**src/rtl/idle_gap_pkg.sv**
```systemverilog
package idle_gap_pkg;
  function automatic logic is_static(input logic [1:0] area);
    return (area == 2'd0) || (area == 2'd3);
  endfunction
endpackage

```
**src/rtl/idle_gap_sel.sv**
```systemverilog
module idle_gap_sel import idle_gap_pkg::*; #(
  parameter int CNT_W     = 4,
  parameter int FLOOR_S2D = 4,
  parameter int FLOOR_D2D = 3,
  parameter int FLOOR_D2S = 2,
  parameter int FLOOR_DD  = 1
) (
  input  logic               has_prev_i,
  input  logic [1:0]         prev_area_i,
  input  logic               prev_wr_i,
  input  logic [1:0]         next_area_i,
  input  logic               next_wr_i,
  input  logic [4*CNT_W-1:0] cfg_same_i,
  input  logic [4*CNT_W-1:0] cfg_diff_i,
  input  logic [CNT_W-1:0]   cfg_w2r_i,
  input  logic [CNT_W-1:0]   cfg_r2w_i,
  output logic [CNT_W-1:0]   gap_o
);
  localparam logic [CNT_W-1:0] F_S2D = CNT_W'(FLOOR_S2D);
  localparam logic [CNT_W-1:0] F_D2D = CNT_W'(FLOOR_D2D);
  localparam logic [CNT_W-1:0] F_D2S = CNT_W'(FLOOR_D2S);
  localparam logic [CNT_W-1:0] F_DD  = CNT_W'(FLOOR_DD);

  function automatic logic [CNT_W-1:0] umax(input logic [CNT_W-1:0] a, input logic [CNT_W-1:0] b);
    return (a > b) ? a : b;
  endfunction

  logic [1:0]       idx;
  logic [CNT_W-1:0] same_v, diff_v;

  assign idx    = {prev_wr_i, next_wr_i};
  assign same_v = cfg_same_i[int'(idx)*CNT_W +: CNT_W];
  assign diff_v = cfg_diff_i[int'(idx)*CNT_W +: CNT_W];

  always_comb begin
    if (!has_prev_i)
      gap_o = '0;
    else if (is_static(prev_area_i) && is_static(next_area_i))
      gap_o = (prev_area_i == next_area_i) ? same_v : diff_v;
    else if (is_static(prev_area_i))
      gap_o = umax(diff_v, F_S2D);
    else if (is_static(next_area_i))
      gap_o = F_D2S;
    else if (prev_area_i != next_area_i)
      gap_o = F_D2D;
    else if (prev_wr_i == next_wr_i)
      gap_o = F_DD;
    else if (prev_wr_i)
      gap_o = umax(cfg_w2r_i, F_DD);
    else
      gap_o = umax(cfg_r2w_i, F_DD);
  end
endmodule

```
**src/rtl/idle_gap_timer.sv**
```systemverilog
module idle_gap_timer #(
  parameter int CNT_W = 4
) (
  input  logic             clk_i,
  input  logic             rst_ni,
  input  logic             busy_i,
  input  logic             done_i,
  output logic [CNT_W-1:0] cnt_o
);
  // counts idle cycles since the last completion, saturating
  always_ff @(posedge clk_i or negedge rst_ni) begin
    if (!rst_ni)                      cnt_o <= '0;
    else if (done_i)                  cnt_o <= '0;
    else if (!busy_i && cnt_o != '1)  cnt_o <= cnt_o + 1'b1;
  end

  AST_CNT_CLEAR: assert property (@(posedge clk_i) disable iff (!rst_ni)
    done_i |=> (cnt_o == '0));
endmodule

```
**src/rtl/idle_gap_issuer.sv**
```systemverilog
module idle_gap_issuer import idle_gap_pkg::*; #(
  parameter int CNT_W     = 4,
  parameter int SIZE_W    = 2,
  parameter int FLOOR_S2D = 4,
  parameter int FLOOR_D2D = 3,
  parameter int FLOOR_D2S = 2,
  parameter int FLOOR_DD  = 1
) (
  input  logic               clk_i,
  input  logic               rst_ni,
  input  logic               req_valid_i,
  output logic               req_ready_o,
  input  logic [1:0]         req_area_i,
  input  logic               req_wr_i,
  input  logic [SIZE_W-1:0]  req_size_i,
  input  logic [4*CNT_W-1:0] cfg_same_i,
  input  logic [4*CNT_W-1:0] cfg_diff_i,
  input  logic [CNT_W-1:0]   cfg_w2r_i,
  input  logic [CNT_W-1:0]   cfg_r2w_i,
  output logic               iss_valid_o,
  output logic [1:0]         iss_area_o,
  output logic               iss_wr_o,
  output logic [SIZE_W-1:0]  iss_size_o,
  output logic               iss_last_o,
  input  logic               eng_done_i
);
  localparam int MAX_SIZE = (1 << SIZE_W) - 1;
  localparam int BEAT_W   = (MAX_SIZE < 1) ? 1 : MAX_SIZE;

  logic              busy_q, has_prev_q, prev_wr_q;
  logic [1:0]        prev_area_q;
  logic [BEAT_W-1:0] beats_q, first_beats;
  logic              in_burst, nxt_wr, gap_ok, split;
  logic [1:0]        nxt_area;
  logic [CNT_W-1:0]  gap, idle_cnt;

  assign in_burst = (beats_q != '0);
  assign nxt_area = in_burst ? prev_area_q : req_area_i;
  assign nxt_wr   = in_burst ? prev_wr_q   : req_wr_i;

  idle_gap_sel #(
    .CNT_W(CNT_W), .FLOOR_S2D(FLOOR_S2D), .FLOOR_D2D(FLOOR_D2D),
    .FLOOR_D2S(FLOOR_D2S), .FLOOR_DD(FLOOR_DD)
  ) u_sel (
    .has_prev_i (has_prev_q),
    .prev_area_i(prev_area_q),
    .prev_wr_i  (prev_wr_q),
    .next_area_i(nxt_area),
    .next_wr_i  (nxt_wr),
    .cfg_same_i (cfg_same_i),
    .cfg_diff_i (cfg_diff_i),
    .cfg_w2r_i  (cfg_w2r_i),
    .cfg_r2w_i  (cfg_r2w_i),
    .gap_o      (gap)
  );

  idle_gap_timer #(.CNT_W(CNT_W)) u_timer (
    .clk_i (clk_i),
    .rst_ni(rst_ni),
    .busy_i(busy_q),
    .done_i(busy_q && eng_done_i),
    .cnt_o (idle_cnt)
  );

  assign gap_ok      = (idle_cnt >= gap);
  assign split       = is_static(req_area_i);
  assign first_beats = split ? BEAT_W'((32'd1 << req_size_i) - 32'd1) : '0;

  assign req_ready_o = !busy_q && !in_burst && gap_ok;
  assign iss_valid_o = !busy_q && gap_ok && (in_burst || req_valid_i);
  assign iss_area_o  = nxt_area;
  assign iss_wr_o    = nxt_wr;
  assign iss_size_o  = (in_burst || split) ? '0 : req_size_i;
  assign iss_last_o  = in_burst ? (beats_q == BEAT_W'(1)) : (first_beats == '0);

  always_ff @(posedge clk_i or negedge rst_ni) begin
    if (!rst_ni) begin
      busy_q      <= 1'b0;
      has_prev_q  <= 1'b0;
      prev_area_q <= '0;
      prev_wr_q   <= 1'b0;
      beats_q     <= '0;
    end else if (iss_valid_o) begin
      busy_q      <= 1'b1;
      has_prev_q  <= 1'b1;
      prev_area_q <= nxt_area;
      prev_wr_q   <= nxt_wr;
      beats_q     <= in_burst ? beats_q - 1'b1 : first_beats;
    end else if (busy_q && eng_done_i) begin
      busy_q      <= 1'b0;
    end
  end

  AST_ONE_SHOT: assert property (@(posedge clk_i) disable iff (!rst_ni)
    iss_valid_o |=> !iss_valid_o);
  AST_NO_READY_BUSY: assert property (@(posedge clk_i) disable iff (!rst_ni)
    busy_q |-> !req_ready_o);
  AST_FIRST_FREE: assert property (@(posedge clk_i) disable iff (!rst_ni)
    (!has_prev_q && !busy_q && req_valid_i) |-> iss_valid_o);
  AST_BURST_HOLD: assert property (@(posedge clk_i) disable iff (!rst_ni)
    in_burst |-> !req_ready_o);
  AST_BEAT_SIZE: assert property (@(posedge clk_i) disable iff (!rst_ni)
    (iss_valid_o && is_static(iss_area_o)) |-> (iss_size_o == '0));
  AST_S2D_FLOOR: assert property (@(posedge clk_i) disable iff (!rst_ni)
    (iss_valid_o && has_prev_q && is_static(prev_area_q) && !is_static(iss_area_o))
      |-> (int'(idle_cnt) >= FLOOR_S2D));
  AST_D2S_FLOOR: assert property (@(posedge clk_i) disable iff (!rst_ni)
    (iss_valid_o && has_prev_q && !is_static(prev_area_q) && is_static(iss_area_o))
      |-> (int'(idle_cnt) >= FLOOR_D2S));
endmodule

```
**config.mk**
```make
export PLATFORM = sky130hd
export DESIGN_NAME = idle_gap_issuer
export DESIGN_NICKNAME = d
export VERILOG_FILES = /design/src/rtl/idle_gap_pkg.sv /design/src/rtl/idle_gap_sel.sv /design/src/rtl/idle_gap_timer.sv /design/src/rtl/idle_gap_issuer.sv
export SDC_FILE = /design/constraint.sdc
export NUM_CORES = 1
export LEC_CHECK = 0
export BUFFER_PORTS_ARGS = -buffer_cell sky130_fd_sc_hd__buf_2
export CORE_ASPECT_RATIO = 1.25
export CORE_MARGIN = 8
export CORE_UTILIZATION = 46
export CTS_CLUSTER_SIZE = 20
export DETAILED_ROUTE_END_ITERATION = 6
export PLACE_DENSITY = 0.76
export SLEW_MARGIN = 10
export SYNTH_ARGS = -nofsm -noshare
export SYNTH_HDL_FRONTEND = slang
export SYNTH_HIERARCHICAL = 1
export SYNTH_SLANG_ARGS = --single-unit
```
**constraint.sdc**
```tcl
create_clock -name clk_i -period 11.8 [get_ports clk_i]
set_clock_uncertainty 0.2 [all_clocks]
set_input_delay 1.18 -clock clk_i [delete_from_list [all_inputs] [get_ports clk_i]]
set_output_delay 1.18 -clock clk_i [all_outputs]
set_load 0.01 [all_outputs]
```
**Yosys cells after proc, flatten, opt, wreduce, memory -nomap -nowiden**

Index checks and enable logic that the tools add are counted.

- Register bits after elaboration: 12
- Bits of input ports: 49
- Logic and storage cells: 66

- Add/subtract/negate cells: 3
- $lt $le $gt $ge: 4
- Eq/ne operators: 8
- Shifts and indexed selects: 3
- Muxes and demuxes: 21
- Reduce and logical (&&, ||, !) cells: 21

Operator list:

| kind | number |
|---|---|
| 4-bit two-way mux | 13 |
| 16-bit by 5-bit variable part select with 4-bit output | 2 |
| 4-bit by 1-bit greater-than comparator with 1-bit output, second input constant | 2 |
| 1-bit logical AND | 7 |
| 2-bit == test, second input constant | 3 |
| 2-bit logical NOT | 3 |
| 3-bit two-way mux | 2 |
| 3-bit by 1-bit subtractor with 3-bit output, second input constant | 2 |
| 1-bit logical OR | 5 |
| 4-bit by 1-bit adder with 4-bit output, second input constant | 1 |
| 4-bit greater-or-equal comparator | 1 |
| 4-bit by 3-bit greater-than comparator with 1-bit output, second input constant | 1 |
| 1-bit two-way mux | 4 |
| 2-bit two-way mux | 2 |
| 4-bit inequality test, second input constant | 1 |
| 2-bit nonzero test | 2 |
| 3-bit by 1-bit == test with 1-bit output, second input constant | 1 |
| 3-bit logical NOT | 1 |
| 3-bit nonzero test | 1 |
| 1-bit by 2-bit left shift with 3-bit output, first input constant | 1 |
| 2-bit == test | 1 |
| 1-bit logical NOT | 2 |
| 2-bit inequality test | 1 |
| 1-bit == test | 1 |

**Logic depth before layout (Yosys ltp)**

Gate-level depths: netlist (run 1).

- Word-level depth: 13
- Depth in mapped cells: 18
- Mapped depth without buffers: 14

**Modules after synthesis**

Netlist (run 1), hierarchy kept.

By module, submodules not included:

| module | instances | cells each | area an instance (sq um) | sequential area each (sq um) |
|---|---|---|---|---|
| idle_gap_issuer | 1 | 67 | 635.6 | 200.2 |
| idle_gap_sel | 1 | 67 | 593.1 | 0.0 |
| idle_gap_timer | 1 | 18 | 216.5 | 100.1 |

**Worst setup path after synthesis (run 1)**

Ideal clock, no wire load.

- Path kind: input-to-output
- Start point: in req_wr_i
- End point: out iss_valid_o
- Arrival time: 3.711 ns
- Required time: 10.420 ns
- Path slack: 6.709 ns
- Stages on the path: 12
- Path buffers: 3
- Cell sequence: mux2_2 buf_4 buf_4 mux4_2 a22oi_1 a211oi_1 ha_1 nand2b_1 a2111oi_2 or3_1 buf_6 inv_1

- Longest elaborated chain between the ends: 11
- Elaborated cells on any way between the ends: 16
- Those cells by class: 2 x order compare; 1 x eq/ne; 2 x shift; 9 x mux; 2 x reduce/logical

RTL lines:

| item | RTL line | RTL |
|---|---|---|
| from (decl) | idle_gap_issuer.sv:14 | `input logic req_wr_i,` |
| 1-bit two-way mux * | idle_gap_issuer.sv:39 | `assign nxt_wr = in_burst ? prev_wr_q : req_wr_i;` |
| parallel branches: the longest is 5 deep, another holds 4-bit by 3-bit greater-than comparator with 1-bit output | -- |  |
| 4-bit two-way mux * | idle_gap_sel.sv:38 | `else if (is_static(prev_area_i) && is_static(next_area_i))` |
| 4-bit two-way mux * | idle_gap_sel.sv:36 | `if (!has_prev_i)` |
| net gap[0] | idle_gap_issuer.sv:35 | `logic [CNT_W-1:0] gap, idle_cnt;` |
| 4-bit greater-or-equal comparator * | idle_gap_issuer.sv:65 | `assign gap_ok = (idle_cnt >= gap);` |
| 1-bit logical AND * (2 in series) | idle_gap_issuer.sv:70 | `assign iss_valid_o = !busy_q && gap_ok && (in_burst \|\| req_valid_i);` |
| to (decl) | idle_gap_issuer.sv:20 | `output logic iss_valid_o,` |

Mark *: on every way through the listed nets, which the timed path passes.

**Worst setup path in the final report (run 1)**

- Start point: reg beats_q[0]
- End point: out iss_valid_o

- Longest elaborated chain between the ends: 12
- Elaborated cells on any way between the ends: 25
- Those cells by class: 2 x order compare; 4 x eq/ne; 2 x shift; 10 x mux; 7 x reduce/logical

RTL lines:

| item | RTL line | RTL |
|---|---|---|
| from (decl) | idle_gap_issuer.sv:32 | `logic [BEAT_W-1:0] beats_q, first_beats;` |
| from (signal assigned) | idle_gap_issuer.sv:88 | `beats_q <= in_burst ? beats_q - 1'b1 : first_beats;` |
| 3-bit nonzero test * | idle_gap_issuer.sv:37 | `assign in_burst = (beats_q != '0);` |
| parallel branches: the longest is 6 deep, another holds 4-bit by 3-bit greater-than comparator with 1-bit output | -- |  |
| 4-bit two-way mux * | idle_gap_sel.sv:38 |  |
| 4-bit two-way mux * | idle_gap_sel.sv:36 |  |
| net gap[0] | idle_gap_issuer.sv:35 |  |
| 4-bit greater-or-equal comparator * | idle_gap_issuer.sv:65 |  |
| 1-bit logical AND * (2 in series) | idle_gap_issuer.sv:70 |  |

Marks and branches as above.

==> results.ini, run 1 <==
[clock_network]
cts_tree = done
cts_root_buf = clkbuf_4
ctsResizeCount = 0
htreeDepth = 1
holdBufCountCts = 0
cts_buffers = 3
clkSlewWorstSetupHoldPaths_ns = 0.08
numClockSinks = 12
cts_setup_buffers = 0
clock_latency_ns = 0.27
cts.path.max_buffers = 2

[placement]
hpwlAfterDp_um = 3190
io_buffers = 56
dp.cells = 235
gp_congestion = 0.965

[grt]
antenna_found_initial = 0
grt_pass1_vias = 1531
overflow = 0
grt_pass1_wl_um = 6310
grt_max_degree = 18
grt.total_usage_pct = 14.5

[setup_path]
r2r_start = beats_q[0]
cp-start-kind = flop
cp.arrival_ns = 4.32
worstSetupStartpoint = beats_q[0]
reg2reg_to = prev_area_q[1]
worstPathRequired_ns = 10.42
path_class = reg -> out
cp-end-kind = output pin
r2r_slack_ns = 7.31
critPathMaxFanout = 17
reg2regPathDepth = 12
endpoint = iss_valid_o

[logic_synthesis]
ys_types = 54
synth.avg_cell_area_um2 = 9.51
synth_top_area_share_pct = 20.8
synthArstFlopShare_pct = 100
synth_area_mm2 = 0.00145
yosysWarnings = 6
synth_ff_type = dfrtp_1
syn-num-nets = 209
synth_edf_count = 0
yosysSeqAreaShare_pct = 20.8
synth_area_leaders = dfrtp_1 (21%), mux4_2 (12%), ha_1 (6.9%), inv_1 (3.6%), mux2_4 (3.1%)
synthCells = 152
ys_ff_latch = 12
synth_area_leader_cell = dfrtp_1

[sta]
whs_ns = 0.342
max_slew_margin_pct = 64.9
finalWorstPathRequiredPeriod_ns = 5.70
grt_setup_unrepaired = false
worst_slew_pin_slew_ns = 0.527
max_freq_ghz = 0.176
hold_viol_final = 0
setup_violations = 0
slew_viol_final = 0
tns_ns = 0
fin_crit_sh_pct = 48.3

[cells_and_area]
nets = 261
nFillCells = 276
antenna_cells = 0
final_cell_count_no_fill = 239
layout-drive-gt1-share_pct = 41.4
ff_latch_area_um2 = 300
multiInputGateArea_mm2 = 0.00102
area_growth_pct = 20.1
fin_util_pct = 58.4

[detailed_routing]
routed_wl_um = 3760
via_per_inst = 5.82
drcViolationCount = 0
dr.pass1.iters = 4
drt_iter0_drc = 54
vias = 1391
wl_per_cell_um = 15.7
final_antenna_net_count = 0

[floorplanning]
rows = 22
start_util_pct = 48.6
die_h_um = 78.7
core_area_mm2 = 0.00297
die_area_mm2 = 0.00520
die_x_um = 66.1
pin_count = 57

[outcome]
status = finished, final reports clean

[pwr]
leakage_nw = 0.831
p_per_area_mw_per_mm2 = 307
vdd_ir_drop_max_mv = 0.154
power.total_mw = 0.533

[run]
drv_cap = 0

[min_path]
hold_start = beats_q[2]
hold_path_class = reg -> reg

## state kept, by name, summed over array words and instances (netlist names)
name and count:
prev_area_q 2, u_timer/cnt_o 4, busy_q 1, beats_q 3, prev_wr_q 1, has_prev_q 1
## per-stage QoR
stage                     worst slack [ns]  instance area (µm²)
after floorplan                       6.71                 1450
after global placement                6.35                 1700
after detailed placement              6.26                 1700
after CTS                             6.06                 1740
after global routing                  5.70                 1740
final                                 6.10                 1740
## Yosys cell counts, drive strengths merged (4+ instances only)
| master | instances |
|---|---|
| ha | 8 |
| mux2i | 4 |
| dfrtp | 12 |
| mux4 | 8 |
| nand2b | 4 |
| a211oi | 4 |
| o21ai | 7 |
| mux2 | 7 |
| nor2 | 12 |
| buf | 9 |
| inv | 14 |
| nand2 | 9 |
## logic make-up after synthesis
group	Yosys count	synth area share [%]
simple gates	49	19.4
mux	19	21.5
buf+inv	23	8.57
fa+ha+maj	8	6.93
flops	12	20.8
compound gates	37	20.4
xor+xnor	4	2.42
## area by class of cell
cell class | instances | share of cell area [%]
Tap cell | 36 | 2.60
Inverter | 14 | 3.03
Sequential cell | 12 | 17.3
Clock buffer | 4 | 2.09
Multi-Input combinational cell | 117 | 58.8
Timing Repair Buffer | 56 | 16.2
## report_power, final
group | switching, mW | internal (mW) | total [mW]
clock network | 0.0141 | 0.0187 | 0.0329
registers | 0.0361 | 0.0628 | 0.0989
logic | 0.204 | 0.198 | 0.401
## cells in the final DEF, fill, tap and decap left out, types with 3 or more instances in the layout
cell	synthesis	layout
nand2_1	8	8
mux4_2	8	8
nor2_1	11	11
nand2b_1	4	4
mux2i_1	4	4
and2_1	3	3
ha_1	8	8
buf_2	3	56
or3_1	3	3
mux2_2	3	3
nand3_1	3	3
inv_1	14	14
a211oi_1	4	4
mux2_4	3	3
dfrtp_1	12	12
o21ai_0	6	6
clkbuf_4	0	3
o31ai_1	3	3
## worst max-delay path, stage by stage (launching register included)
cell       delay, ns
dfrtp_1         0.41
inv_1           0.13
ha_1            0.23
nand2b_1        0.25
mux2_2          0.58
mux4_2          0.59
a22oi_1         0.24
a211oi_1        0.09
ha_1            0.30
nand2b_1        0.16
a2111oi_2       0.48
or3_1           0.39
inv_1           0.06
buf_2           0.14
## worst min path at each step
| stage | to | slack (ns) | cells past startpoint |
|---|---|---|---|
| floorplan | beats_q[2] | 0.29 | 1 |
| global placement | beats_q[2] | 0.33 | 1 |
| detailed placement | beats_q[2] | 0.34 | 1 |
| CTS | beats_q[2] | 0.35 | 1 |
| global route | has_prev_q | 0.40 | 1 |
| finish | beats_q[2] | 0.34 | 1 |
## per-layer routing
layer	share of wire [%]	track usage (%)	vias up	wire length [µm]
met5	0	0	-	0
met4	1.9	5.14	0	70
met3	8.2	3.55	6	308
met2	47	25.0	73	1780
met1	43	16.7	632	1600
li1	-	-	680	-
Note: power is estimated with default switching activity, not from simulation.
==> run 2, diff against run 1 <==
==> constraint.sdc (replaced) <==
create_clock -name clk_i -period 5.7 [get_ports clk_i]
set_clock_uncertainty 0.2 [all_clocks]
set_input_delay 0.57 -clock clk_i [delete_from_list [all_inputs] [get_ports clk_i]]
set_output_delay 0.57 -clock clk_i [all_outputs]
set_load 0.01 [all_outputs]
==> run 2 against run 1 <==
  * Non-clock buffer count grew 1
  * Worst setup slack lost 5.4 ns
  * Via count shrank 2.8%
  * Power grew 110%
  * Sequential share of layout area shrank 0.099 points
  * Flip-flop and latch count is the same
  * Count of clock-buffer cells in the layout is the same
  * Critical path depth grew 1
  * Register-to-register slack lost 6.0 ns
  * Critical endpoint unchanged
==> results.ini, run 2 (same netlist as run 1, synthesis figures left out) <==
[detailed_routing]
routed_wl_um = 3710  ; was 3760 µm
vias = 1352  ; was 1391
via_per_inst = 5.63  ; was 5.82
drcViolationCount = 0  ; unchanged
wl_per_cell_um = 15.5  ; was 15.7 µm
dr.pass1.iters = 4  ; unchanged
drt_iter0_drc = 56  ; was 54
final_antenna_net_count = 0  ; unchanged

[pwr]
p_per_area_mw_per_mm2 = 632  ; was 307 mW/mm²
vdd_ir_drop_max_mv = 0.337  ; was 0.154 mV
leakage_nw = 0.836  ; was 0.831 nW

[floorplanning]
pin_count = 57  ; unchanged
die_h_um = 78.7  ; unchanged
die_x_um = 66.1  ; unchanged
rows = 22  ; unchanged
die_area_mm2 = 0.00520  ; unchanged
core_area_mm2 = 0.00297  ; unchanged
start_util_pct = 48.6  ; unchanged

[setup_path]
r2r_start = beats_q[0]  ; unchanged
critPathMaxFanout = 14  ; was 17
cp-start-kind = flop  ; unchanged
reg2regPathDepth = 13  ; was 12
reg2reg_to = prev_wr_q  ; was prev_area_q[1]
endpoint = iss_valid_o  ; unchanged
worstPathRequired_ns = 4.93  ; was 10.42 ns
path_class = reg -> out  ; unchanged
r2r_slack_ns = 1.29  ; was 7.31 ns
cp.arrival_ns = 4.27  ; was 4.32 ns
cp-end-kind = output pin  ; unchanged
worstSetupStartpoint = beats_q[0]  ; unchanged

[cells_and_area]
fin_util_pct = 58.7  ; was 58.4%
nets = 262  ; was 261
final_cell_mix = buf_2 (56), inv_1 (14), dfrtp_1 (12)  ; unchanged
finalInstanceArea_mm2 = 0.00175  ; was 0.00174 mm²
layout-drive-gt1-share_pct = 41.2  ; was 41.4%
final_common_cell = buf_2  ; unchanged
area_growth_pct = 20.8  ; was 20.1%
multiInputGateArea_mm2 = 0.00102  ; unchanged
largest-register = u_timer/cnt_o  ; unchanged
antenna_cells = 0  ; unchanged
largest_registers = u_timer/cnt_o x4, beats_q x3, prev_area_q x2  ; unchanged
ff_latch_area_um2 = 300  ; unchanged
largest_reg_flops = 4  ; unchanged
nFillCells = 276  ; unchanged

[min_path]
hold_path_class = in -> reg  ; was reg -> reg
whs_path_depth = 2  ; was 1

[placement]
place_ws_ns = 0.967  ; was 6.26 ns
placed_area_mm2 = 0.00170  ; unchanged
gp_congestion = 0.940  ; was 0.965
hpwlAfterDp_um = 3100  ; was 3190 µm
io_buffers = 56  ; unchanged

[sta]
whs_ns = 0.290  ; was 0.342 ns
hold_viol_final = 0  ; unchanged
slew_viol_final = 0  ; unchanged
setup_violations = 0  ; unchanged
max_freq_ghz = 0.198
finalWorstPathRequiredPeriod_ns = 5.04
finalWorstSetupSlack_ns = 0.656  ; was 6.10 ns
grt_setup_unrepaired = false  ; unchanged
worst_slew_pin_slew_ns = 0.511  ; was 0.527 ns
fin_crit_sh_pct = 88.5
max_slew_margin_pct = 65.9  ; was 64.9%
tns_ns = 0  ; unchanged

[clock_network]
cts_tree = done  ; unchanged
clkSlewWorstSetupHoldPaths_ns = 0.09  ; was 0.08 ns
cts_setup_buffers = 0  ; unchanged
numClockSinks = 12  ; unchanged
clock_latency_ns = 0.28  ; was 0.27 ns
cts_root_buf = clkbuf_4  ; unchanged
cts_buffers = 3  ; unchanged
ctsResizeCount = 0  ; unchanged
cts.path.max_buffers = 2  ; unchanged
htreeDepth = 1  ; unchanged

[run]
drv_cap = 0  ; unchanged

[outcome]
status = finished, final reports clean  ; unchanged

[grt]
grt_pass1_vias = 1514  ; was 1531
grt_max_degree = 18  ; unchanged
grt.total_usage_pct = 14.8  ; was 14.5%
overflow = 0  ; unchanged
grt_pass1_wl_um = 6330  ; was 6310 µm
antenna_found_initial = 0  ; unchanged

-- run 2: cell types whose count changed in the layout (fill, tap and decap cells not counted), sizes merged --
cell and delta:
dlygate4sd3 +1
-- run 2: final cells by class --
type                       count  share of cell area [%]
sequential                    12                    17.2
multi-input combinational    117                    58.5
clock buffer                   4                    2.08
inverter                      14                    3.01
tap                           36                    2.58
timing repair buffer          57                    16.6
-- run 2: power by group --
part           switching, mW  internal, mW  leakage (nW)
Combinational          0.421         0.407         0.670
Sequential            0.0739         0.130         0.144
Clock                 0.0312        0.0388        0.0210
Total                  0.526         0.576         0.836
-- run 2: worst min path at each step --
stage	start	end	slack [ns]
after floorplan	rst_ni	beats_q[0]	0.07
after global placement	rst_ni	prev_area_q[1]	0.27
after detailed placement	rst_ni	prev_area_q[1]	0.27
after CTS	eng_done_i	busy_q	0.29
after global routing	eng_done_i	busy_q	0.29
final	eng_done_i	busy_q	0.29
-- run 2: through the flow --
step | std cells | power (mW)
2_1_floorplan | 152 | 0.912
3_3_place_gp | 235 | 1.00
3_5_place_dp | 235 | 1.03
4_1_cts | 240 | 1.11
5_1_grt | 240 | 1.22
6_report | 240 | 1.10
-- run 2: layer usage --
layer  GRT usage [%]  wire length [µm]  vias to the layer above
met1            17.0              1630                      617
met2            25.6              1760                       57
met4            5.35                34                        0
met3            3.55               282                        2
met5               0                 0                        -
li1                -                 -                      676
-- run 2: worst max-delay path: stages (launching register included) --
cell       delay, ns
dfrtp_1         0.38
inv_1           0.09
ha_1            0.25
nand2b_1        0.28
mux2_2          0.50
or4_4           0.60
a21o_2          0.21
o211ai_1        0.10
a211oi_1        0.07
ha_1            0.28
nand2b_1        0.15
a2111oi_2       0.46
or3_1           0.39
inv_1           0.09
buf_2           0.15
-- run 2: what timing repair did --
action | CTS | global route
hold endpoints to repair | 12 | 0
hold buffers | 1 | 0
endpoints found under the setup margin | 0 | 0
